===== src/rtl/nci_pkg.sv =====
package nci_pkg;
  localparam int unsigned DATA_W   = 8;
  localparam int unsigned NIB_W    = DATA_W / 2;
  localparam int unsigned EADDR_W  = 2 * DATA_W;

  localparam logic [DATA_W-1:0] CMD_ADDR_LO = 8'h3A;
  localparam logic [DATA_W-1:0] CMD_ADDR_HI = 8'h3B;
  localparam logic [DATA_W-1:0] CMD_VALUE   = 8'h3C;
endpackage


===== src/rtl/nci_nibble_seq.sv =====
module nci_nibble_seq #(
  parameter int unsigned DW = 8,
  localparam int unsigned NW = DW / 2
) (
  input  logic          clk_i,
  input  logic          rst_ni,
  input  logic          wr_en_i,
  input  logic          cmd_sel_i,
  input  logic [DW-1:0] wdata_i,
  input  logic          busy_i,
  output logic          byte_vld_o,
  output logic [DW-1:0] byte_o,
  output logic [DW-1:0] cmd_o
);
  logic [DW-1:0] cmd_q;
  logic [NW-1:0] hi_nib_q;
  logic          hi_pend_q;
  logic          data_wr;
  logic          unused_hi;

  assign data_wr   = wr_en_i && !cmd_sel_i && !busy_i;
  assign unused_hi = ^wdata_i[DW-1:NW];

  always_ff @(posedge clk_i or negedge rst_ni) begin
    if (!rst_ni) begin
      cmd_q     <= '0;
      hi_nib_q  <= '0;
      hi_pend_q <= 1'b0;
    end else if (wr_en_i && cmd_sel_i) begin
      cmd_q     <= wdata_i;
      hi_pend_q <= 1'b0;
    end else if (data_wr) begin
      if (!hi_pend_q) hi_nib_q <= wdata_i[NW-1:0];
      hi_pend_q <= !hi_pend_q;
    end
  end

  assign byte_vld_o = data_wr && hi_pend_q;
  assign byte_o     = {hi_nib_q, wdata_i[NW-1:0]};
  assign cmd_o      = cmd_q;


  cmd_restart_chk: assert property (@(posedge clk_i) disable iff (!rst_ni)
    (wr_en_i && cmd_sel_i) |=> !hi_pend_q);


  busy_reject_chk: assert property (@(posedge clk_i) disable iff (!rst_ni)
    (busy_i && wr_en_i && !cmd_sel_i) |=> ($stable(hi_pend_q) && $stable(hi_nib_q)));
endmodule


===== src/rtl/nci_addr_win.sv =====
module nci_addr_win
  import nci_pkg::*;
#(
  parameter int unsigned DW = 8,
  localparam int unsigned AW = 2 * DW
) (
  input  logic          clk_i,
  input  logic          rst_ni,
  input  logic          byte_vld_i,
  input  logic [DW-1:0] byte_i,
  input  logic [DW-1:0] cmd_i,
  output logic [AW-1:0] ext_addr_o,
  output logic          commit_o,
  output logic [DW-1:0] commit_data_o,
  output logic          busy_o
);
  logic [DW-1:0] lo_q, hi_q;
  logic          busy_q;

  always_ff @(posedge clk_i or negedge rst_ni) begin
    if (!rst_ni) begin
      lo_q <= '0;
      hi_q <= '0;
    end else if (byte_vld_i) begin
      if (cmd_i == CMD_ADDR_LO) lo_q <= byte_i;
      if (cmd_i == CMD_ADDR_HI) hi_q <= byte_i;
    end
  end

  assign commit_o      = byte_vld_i && (cmd_i == CMD_VALUE);
  assign commit_data_o = byte_i;
  assign ext_addr_o    = {hi_q, lo_q};

  always_ff @(posedge clk_i or negedge rst_ni) begin
    if (!rst_ni) busy_q <= 1'b0;
    else         busy_q <= commit_o;
  end
  assign busy_o = busy_q;


  addr_hold_chk: assert property (@(posedge clk_i) disable iff (!rst_ni)
    !byte_vld_i |=> $stable(ext_addr_o));


  busy_single_chk: assert property (@(posedge clk_i) disable iff (!rst_ni)
    busy_q |=> !busy_q);
endmodule


===== src/rtl/nci_ext_regfile.sv =====
module nci_ext_regfile #(
  parameter int unsigned DW       = 8,
  parameter int unsigned AW       = 16,
  parameter int unsigned NUM_REGS = 4,
  parameter logic [AW-1:0] BASE   = 16'hE608
) (
  input  logic          clk_i,
  input  logic          rst_ni,
  input  logic          we_i,
  input  logic [AW-1:0] addr_i,
  input  logic [DW-1:0] wdata_i,
  input  logic          rd_en_i,
  output logic [DW-1:0] rdata_o
);
  logic [DW-1:0]       regs_q [NUM_REGS];
  logic [NUM_REGS-1:0] hit;
  logic [DW-1:0]       rd_mux;
  logic [DW-1:0]       rdata_q;

  for (genvar i = 0; i < NUM_REGS; i++) begin : g_reg
    localparam logic [AW-1:0] REG_ADDR = BASE + AW'(i);
    assign hit[i] = (addr_i == REG_ADDR);

    always_ff @(posedge clk_i or negedge rst_ni) begin
      if (!rst_ni)              regs_q[i] <= '0;
      else if (we_i && hit[i])  regs_q[i] <= wdata_i;
    end


    reg_hold_chk: assert property (@(posedge clk_i) disable iff (!rst_ni)
      !(we_i && hit[i]) |=> $stable(regs_q[i]));
  end

  always_comb begin
    rd_mux = '0;
    for (int i = 0; i < NUM_REGS; i++)
      if (hit[i]) rd_mux = rd_mux | regs_q[i];
  end

  always_ff @(posedge clk_i or negedge rst_ni) begin
    if (!rst_ni)      rdata_q <= '0;
    else if (rd_en_i) rdata_q <= rd_mux;
  end
  assign rdata_o = rdata_q;


  hit_onehot_chk: assert property (@(posedge clk_i) disable iff (!rst_ni)
    $onehot0(hit));


  rdata_hold_chk: assert property (@(posedge clk_i) disable iff (!rst_ni)
    !rd_en_i |=> $stable(rdata_o));
endmodule


===== src/rtl/nibble_cmd_regs.sv =====
module nibble_cmd_regs
  import nci_pkg::*;
#(
  parameter int unsigned NUM_REGS = 4,
  parameter logic [EADDR_W-1:0] REG_BASE = 16'hE608
) (
  input  logic              clk_i,
  input  logic              rst_ni,
  input  logic              wr_en_i,
  input  logic              cmd_sel_i,
  input  logic [DATA_W-1:0] wdata_i,
  input  logic              rd_en_i,
  output logic [DATA_W-1:0] rdata_o,
  output logic              busy_o
);
  logic               byte_vld;
  logic [DATA_W-1:0]  byte_val;
  logic [DATA_W-1:0]  cmd;
  logic [EADDR_W-1:0] ext_addr;
  logic               commit;
  logic [DATA_W-1:0]  commit_data;
  logic               busy;

  nci_nibble_seq #(.DW(DATA_W)) u_seq (
    .clk_i      (clk_i),
    .rst_ni     (rst_ni),
    .wr_en_i    (wr_en_i),
    .cmd_sel_i  (cmd_sel_i),
    .wdata_i    (wdata_i),
    .busy_i     (busy),
    .byte_vld_o (byte_vld),
    .byte_o     (byte_val),
    .cmd_o      (cmd)
  );

  nci_addr_win #(.DW(DATA_W)) u_win (
    .clk_i         (clk_i),
    .rst_ni        (rst_ni),
    .byte_vld_i    (byte_vld),
    .byte_i        (byte_val),
    .cmd_i         (cmd),
    .ext_addr_o    (ext_addr),
    .commit_o      (commit),
    .commit_data_o (commit_data),
    .busy_o        (busy)
  );

  nci_ext_regfile #(
    .DW(DATA_W), .AW(EADDR_W), .NUM_REGS(NUM_REGS), .BASE(REG_BASE)
  ) u_rf (
    .clk_i   (clk_i),
    .rst_ni  (rst_ni),
    .we_i    (commit),
    .addr_i  (ext_addr),
    .wdata_i (commit_data),
    .rd_en_i (rd_en_i),
    .rdata_o (rdata_o)
  );

  assign busy_o = busy;


  busy_after_commit_chk: assert property (@(posedge clk_i) disable iff (!rst_ni)
    commit |=> busy_o);
endmodule


===== config.mk =====
export PLATFORM = sky130hd
export DESIGN_NAME = nibble_cmd_regs
export DESIGN_NICKNAME = d
export VERILOG_FILES = /design/src/rtl/nci_pkg.sv /design/src/rtl/nci_nibble_seq.sv /design/src/rtl/nci_addr_win.sv /design/src/rtl/nci_ext_regfile.sv /design/src/rtl/nibble_cmd_regs.sv
export SDC_FILE = /design/constraint.sdc
export NUM_CORES = 1
export LEC_CHECK = 0
export ABC_AREA = 1
export ABC_CLOCK_PERIOD_IN_PS = 2600
export BUFFER_PORTS_ARGS = -buffer_cell sky130_fd_sc_hd__buf_2
export CAP_MARGIN = 20
export CORE_MARGIN = 2
export CORE_UTILIZATION = 60
export CTS_CLUSTER_SIZE = 28
export DETAILED_ROUTE_END_ITERATION = 6
export PLACE_DENSITY = 0.79
export SLEW_MARGIN = 20
export SYNTH_ARGS = -nofsm -noshare
export SYNTH_HDL_FRONTEND = slang
export SYNTH_HIERARCHICAL = 1
export SYNTH_SLANG_ARGS = --single-unit

===== constraint.sdc =====
create_clock -name clk_i -period 2.6 [get_ports clk_i]
set_input_delay 0.26 -clock clk_i [delete_from_list [all_inputs] [get_ports clk_i]]
set_output_delay 0.26 -clock clk_i [all_outputs]
set_load 0.02 [all_outputs]

### Word level (Yosys, flattened, before mapping)

Index checks and enable logic that the tools add are counted.

* logic and storage cells: 45
* output and inout bits: 9
* register bits: 70
* input port bits: 13

* reductions and logical operators: 16
* mux-type cells: 6
* equal/unequal tests: 7
* bitwise gates (word level): 5

Operators by type and width (number)
* equality test 16 bit (second input constant): 4
* 2-to-1 mux 8 bit: 4
* equality test 8 x 6 -> 1 bit (second input constant): 3
* bitwise OR 8 bit: 3
* logical AND 1 bit: 9
* AND reduction 2 bit: 2
* zero test 1 bit: 3
* AND reduction 3 bit: 1
* 2-to-1 mux 1 bit: 2
* NOT 1 bit: 2
* nonzero test 2 bit: 1

### Logic depth before layout (Yosys ltp)

* word-level depth: 8
* mapped depth: 10
* depth with buffers taken out: 9

### Modules after synthesis

Netlist, hierarchy kept.

Modules (own cells, without submodules)
* nci_ext_regfile: cells an instance 242, instances 1, seq. area each 1001.0 um2, area an instance 2079.5 um2
* nci_addr_win: cells an instance 88, instances 1, seq. area each 425.4 um2, area an instance 797.0 um2
* nci_nibble_seq: cells an instance 63, instances 1, seq. area each 325.3 um2, area an instance 576.8 um2

### Least setup slack after synthesis

Ideal clock, no wire load.

* path type: register to register
* from: register u_win.busy_q, in the netlist u_win/busy_o
* to: register u_rf/regs_q[24] (netlist name)
* stages on the path, launching flop included: 9
* setup slack: 268 ps
* data arrival time: 2209 ps
* period minus slack after synthesis: 2332 ps
* buffers on the path: 0
* data required time: 2476 ps
* library setup time: 124 ps
* path through: dfrtp_1 nor2_4 nand2_1 nor2_1 nand2_2 nor3_1 inv_1 o21ai_0 nand2_1

* longest elaborated chain between the ends: 5

Ends and longest elaborated chain
* start: declaration: line nci_addr_win.sv:18 `logic busy_q;`
* start signal: assignment: line nci_addr_win.sv:36 `else busy_q <= commit_o;`
* zero test 1 bit: line nci_nibble_seq.sv:21 `assign data_wr = wr_en_i && !cmd_sel_i && !busy_i;`
* logical AND 1 bit: line nci_nibble_seq.sv:21
* logical AND 1 bit: line nci_nibble_seq.sv:38 `assign byte_vld_o = data_wr && hi_pend_q;`
* via byte_vld: line nibble_cmd_regs.sv:16 `logic byte_vld;`
* logical AND 1 bit: line nci_addr_win.sv:30 `assign commit_o = byte_vld_i && (cmd_i == CMD_VALUE);`
* via commit: line nibble_cmd_regs.sv:20 `logic commit;`
* logical AND 1 bit: line nci_ext_regfile.sv:26 `else if (we_i && hit[i]) regs_q[i] <= wdata_i;`
* end signal: indexed assignment: line nci_ext_regfile.sv:26
* end: declaration: line nci_ext_regfile.sv:15 `logic [DW-1:0] regs_q [NUM_REGS];`

The timed path passes the listed nets, and every way through them passes these cells.
A chain may end at the register's enable or synchronous reset.

### Worst setup path in the final report

* from: register u_win.busy_q, in the netlist u_win/busy_o
* to: register u_rf/regs_q[26] (netlist name)

Same word-level chain as after synthesis.

==> flow_metrics.tcl <==
set metrics [dict create \
    cts_max_path_buffers 2 \
    fp.dieH_um 79.87 \
    tightestPinTransition_ns 0.7162 \
    globalplace.congestion 0.7946 \
    port_buffers 21 \
    cts_setup_buffers 0 \
    cpPeakStageDelay_ns 0.42 \
    ir_worst_vdd_mv 0.4757 \
    chipWidth_um 79.87 \
    final_nets 419 \
    grt_overflow_total 0 \
    dp_hpwl_mm 4.595 \
    synth_top_area_share_pct 50.72 \
    fmax_ghz 0.5210 \
    cp_max_fo 9 \
    synth.distinct_cells 23 \
    die_area_sq_mm 0.006378 \
    setup_viol 0 \
    arrival_ns 2.16 \
    syn-instance-count 393 \
    antenna_found_initial 0 \
    clk_latency_ns 0.35 \
    synth_top_area_cell "dfrtp_1" \
    fin_skew_ns 0.01350 \
    core_area_sq_mm 0.005540 \
    timing.final.crit_period_ns 1.919 \
    synth.ff_latch_count 70 \
    start_util_pct 62.33 \
    period_share_pct 73.82 \
    drt_pass1_iterations 5 \
    cpMostUsedCell "nand2_1" \
    layout_common_cells "nand2_1 (115), dfrtp_1 (70), nand3_1 (67)" \
    finalHoldViolCount 0 \
    grt_pass1_vias 2471 \
    relSlewSlack_pct 52.20 \
    rsz0062_at_grt "false" \
    ant_nets 0 \
    final_common_cell "nand2_1" \
    ff_latch_area_sq_mm 0.001752 \
    drc_errors 0 \
    final_area_sq_mm 0.003739 \
    syn_area_per_cell_sq_um 8.787 \
    grt_pass1_wl_mm 11.80 \
    cts.clk_slew.worst_paths_ns 0.08 \
    cp-start-kind "flip-flop" \
    fillCellCount 462 \
    setup-tns-final_ns 0 \
    dp_slack_ns 0.6436 \
    cp_cell_sequence "nor2_4 -> nand2_1 -> nor2_1 -> nand2_2 -> nor3_1 -> buf_4 -> inv_1 -> o21ai_0 -> nand2_1" \
    num_rows 27 \
    setup_slack_ns 0.6807 \
    cts_buffers 9 \
    io_pins 22 \
    via_per_inst 5.435 \
    synth.net_count 406 \
    ys_top_cells_by_area "dfrtp_1 (51%), nand2_1 (13%), nand3_1 (9.7%)" \
    num_vias 2625 \
    track_usage_pct 24.70 \
    min_path_type "in -> reg" \
    placed_cell_area_sq_mm 0.003496 \
    clock-sinks 70 \
    grt_start_max_net_pins 71 \
    critical_path.slowest_cell "dfrtp_1" \
    cts-root-buf "clkbuf_8" \
    antenna_cells 0 \
    cts_tree "built" \
    cts.htree.levels 3 \
    seq_area_frac_synth_pct 50.72 \
    first_iter_violations 219 \
    area_delta_synth_final_pct 8.261 \
    avgRoutedWirePerCell_um 14.37 \
    worstPathRequired_ns 2.84 \
    powerDensity_mw_per_mm2 632.3 \
    path_class "reg -> reg" \
    worst_setup_path_end_kind "flip-flop" \
    status "completed" \
    fin_hold_ws_ns 0.1439 \
    drv_slew 0 \
    drt-total-wl_mm 6.943 \
    drive_above_1_share_pct 20.68 \
    synth_warnings 6 \
    p_leak_uw 0.001927 \
    synth_area_sq_mm 0.003453 \
    multiInputGateArea_sq_mm 0.001435 \
    maxCapViolations 0 \
]
[cells in the mapped netlist, drive strengths merged]
library cell,n
inv,21
dfrtp,70
buf,21
nand3,72
nor3,3
nand2,123
nor2,44
o21ai,32
nand4,5
clkbuf,2
[metrics by stage]
| stage | utilization, % | power, uW | cells |
|---|---|---|---|
| floorplan | - | 1322 | 393 |
| global placement | 63.10 | 1369 | 466 |
| detailed placement | 63.10 | 1375 | 466 |
| CTS | 67.48 | 2383 | 483 |
| global route | 67.48 | 2456 | 483 |
| finish | 67.48 | 2364 | 483 |
[area by class of cell]
cell class / count / share of cell area (%)
Clock buffer: 11 / 4.050
Timing Repair Buffer: 25 / 4.016
Tap cell: 72 / 2.410
Sequential cell: 70 / 46.85
Inverter: 21 / 2.108
Multi-Input combinational cell: 279 / 38.39
Clock inverter: 5 / 2.175
[where the power goes]
| part | switching, uW | internal (uW) |
|---|---|---|
| logic | 128 | 49.9 |
| clock network | 417 | 592 |
| registers | 46.2 | 1130 |
[worst paths after layout]
kind	from	endpoint	slack (ns)	depth (start not counted)
worst max-delay path	u_win/busy_o	u_rf/regs_q[26]	0.68	9
worst min-delay path	wdata_i[4]	u_seq/cmd_o[4]	0.14	3
worst max register to register	u_win/busy_o	u_rf/regs_q[26]	0.68	9
worst min register to register	u_seq/cmd_o[6]	u_seq/cmd_o[6]	0.48	2
max in group asynchronous	rst_ni	u_rf/regs_q[9]	1.85	3
min in group asynchronous	rst_ni	u_rf/rdata_o[0]	0.47	3
[timing repair]
action | CTS | global route
hold buffers | 1 | 0
gates resized for setup | 0 | 0
endpoints found under the hold margin | 70 | 0
endpoints found under the setup margin | 0 | 0
[flip-flops by register name, indices dropped and copies added (netlist names)]
signal,count
u_rf/rdata_o,8
u_rf/regs_q,32
u_seq/cmd_o,8
u_seq/hi_nib_q,4
u_seq/hi_pend_q,1
u_win/busy_o,1
u_win/hi_q,8
u_win/lo_q,8
[worst max-delay path, delay by kind of cell (launching register included)]
family / cells / cell delay (ns)
buf+inv: 2 / 0.36
simple gates: 6 / 0.76
compound gates: 1 / 0.27
flops: 1 / 0.42
[logic make-up (layout without fill, tap and decap cells)]
logic type / Yosys count / count (layout) / share of synthesized area, %
flip-flops: 70 / 70 / 50.72
AND/OR/NAND/NOR: 247 / 247 / 35.18
AO/OA/AOI/OAI: 32 / 32 / 6.377
buffers and inverters: 44 / 62 / 7.717
[layer usage]
layer	vias to the layer above	global-route usage, %	part of all wire, %
li1	1294	-	-
met1	1259	33.13	46
met2	66	39.41	48
met4	0	7.119	0.76
met5	-	0	0
met3	6	7.014	5.4
Power figures use the tool's default switching activity.
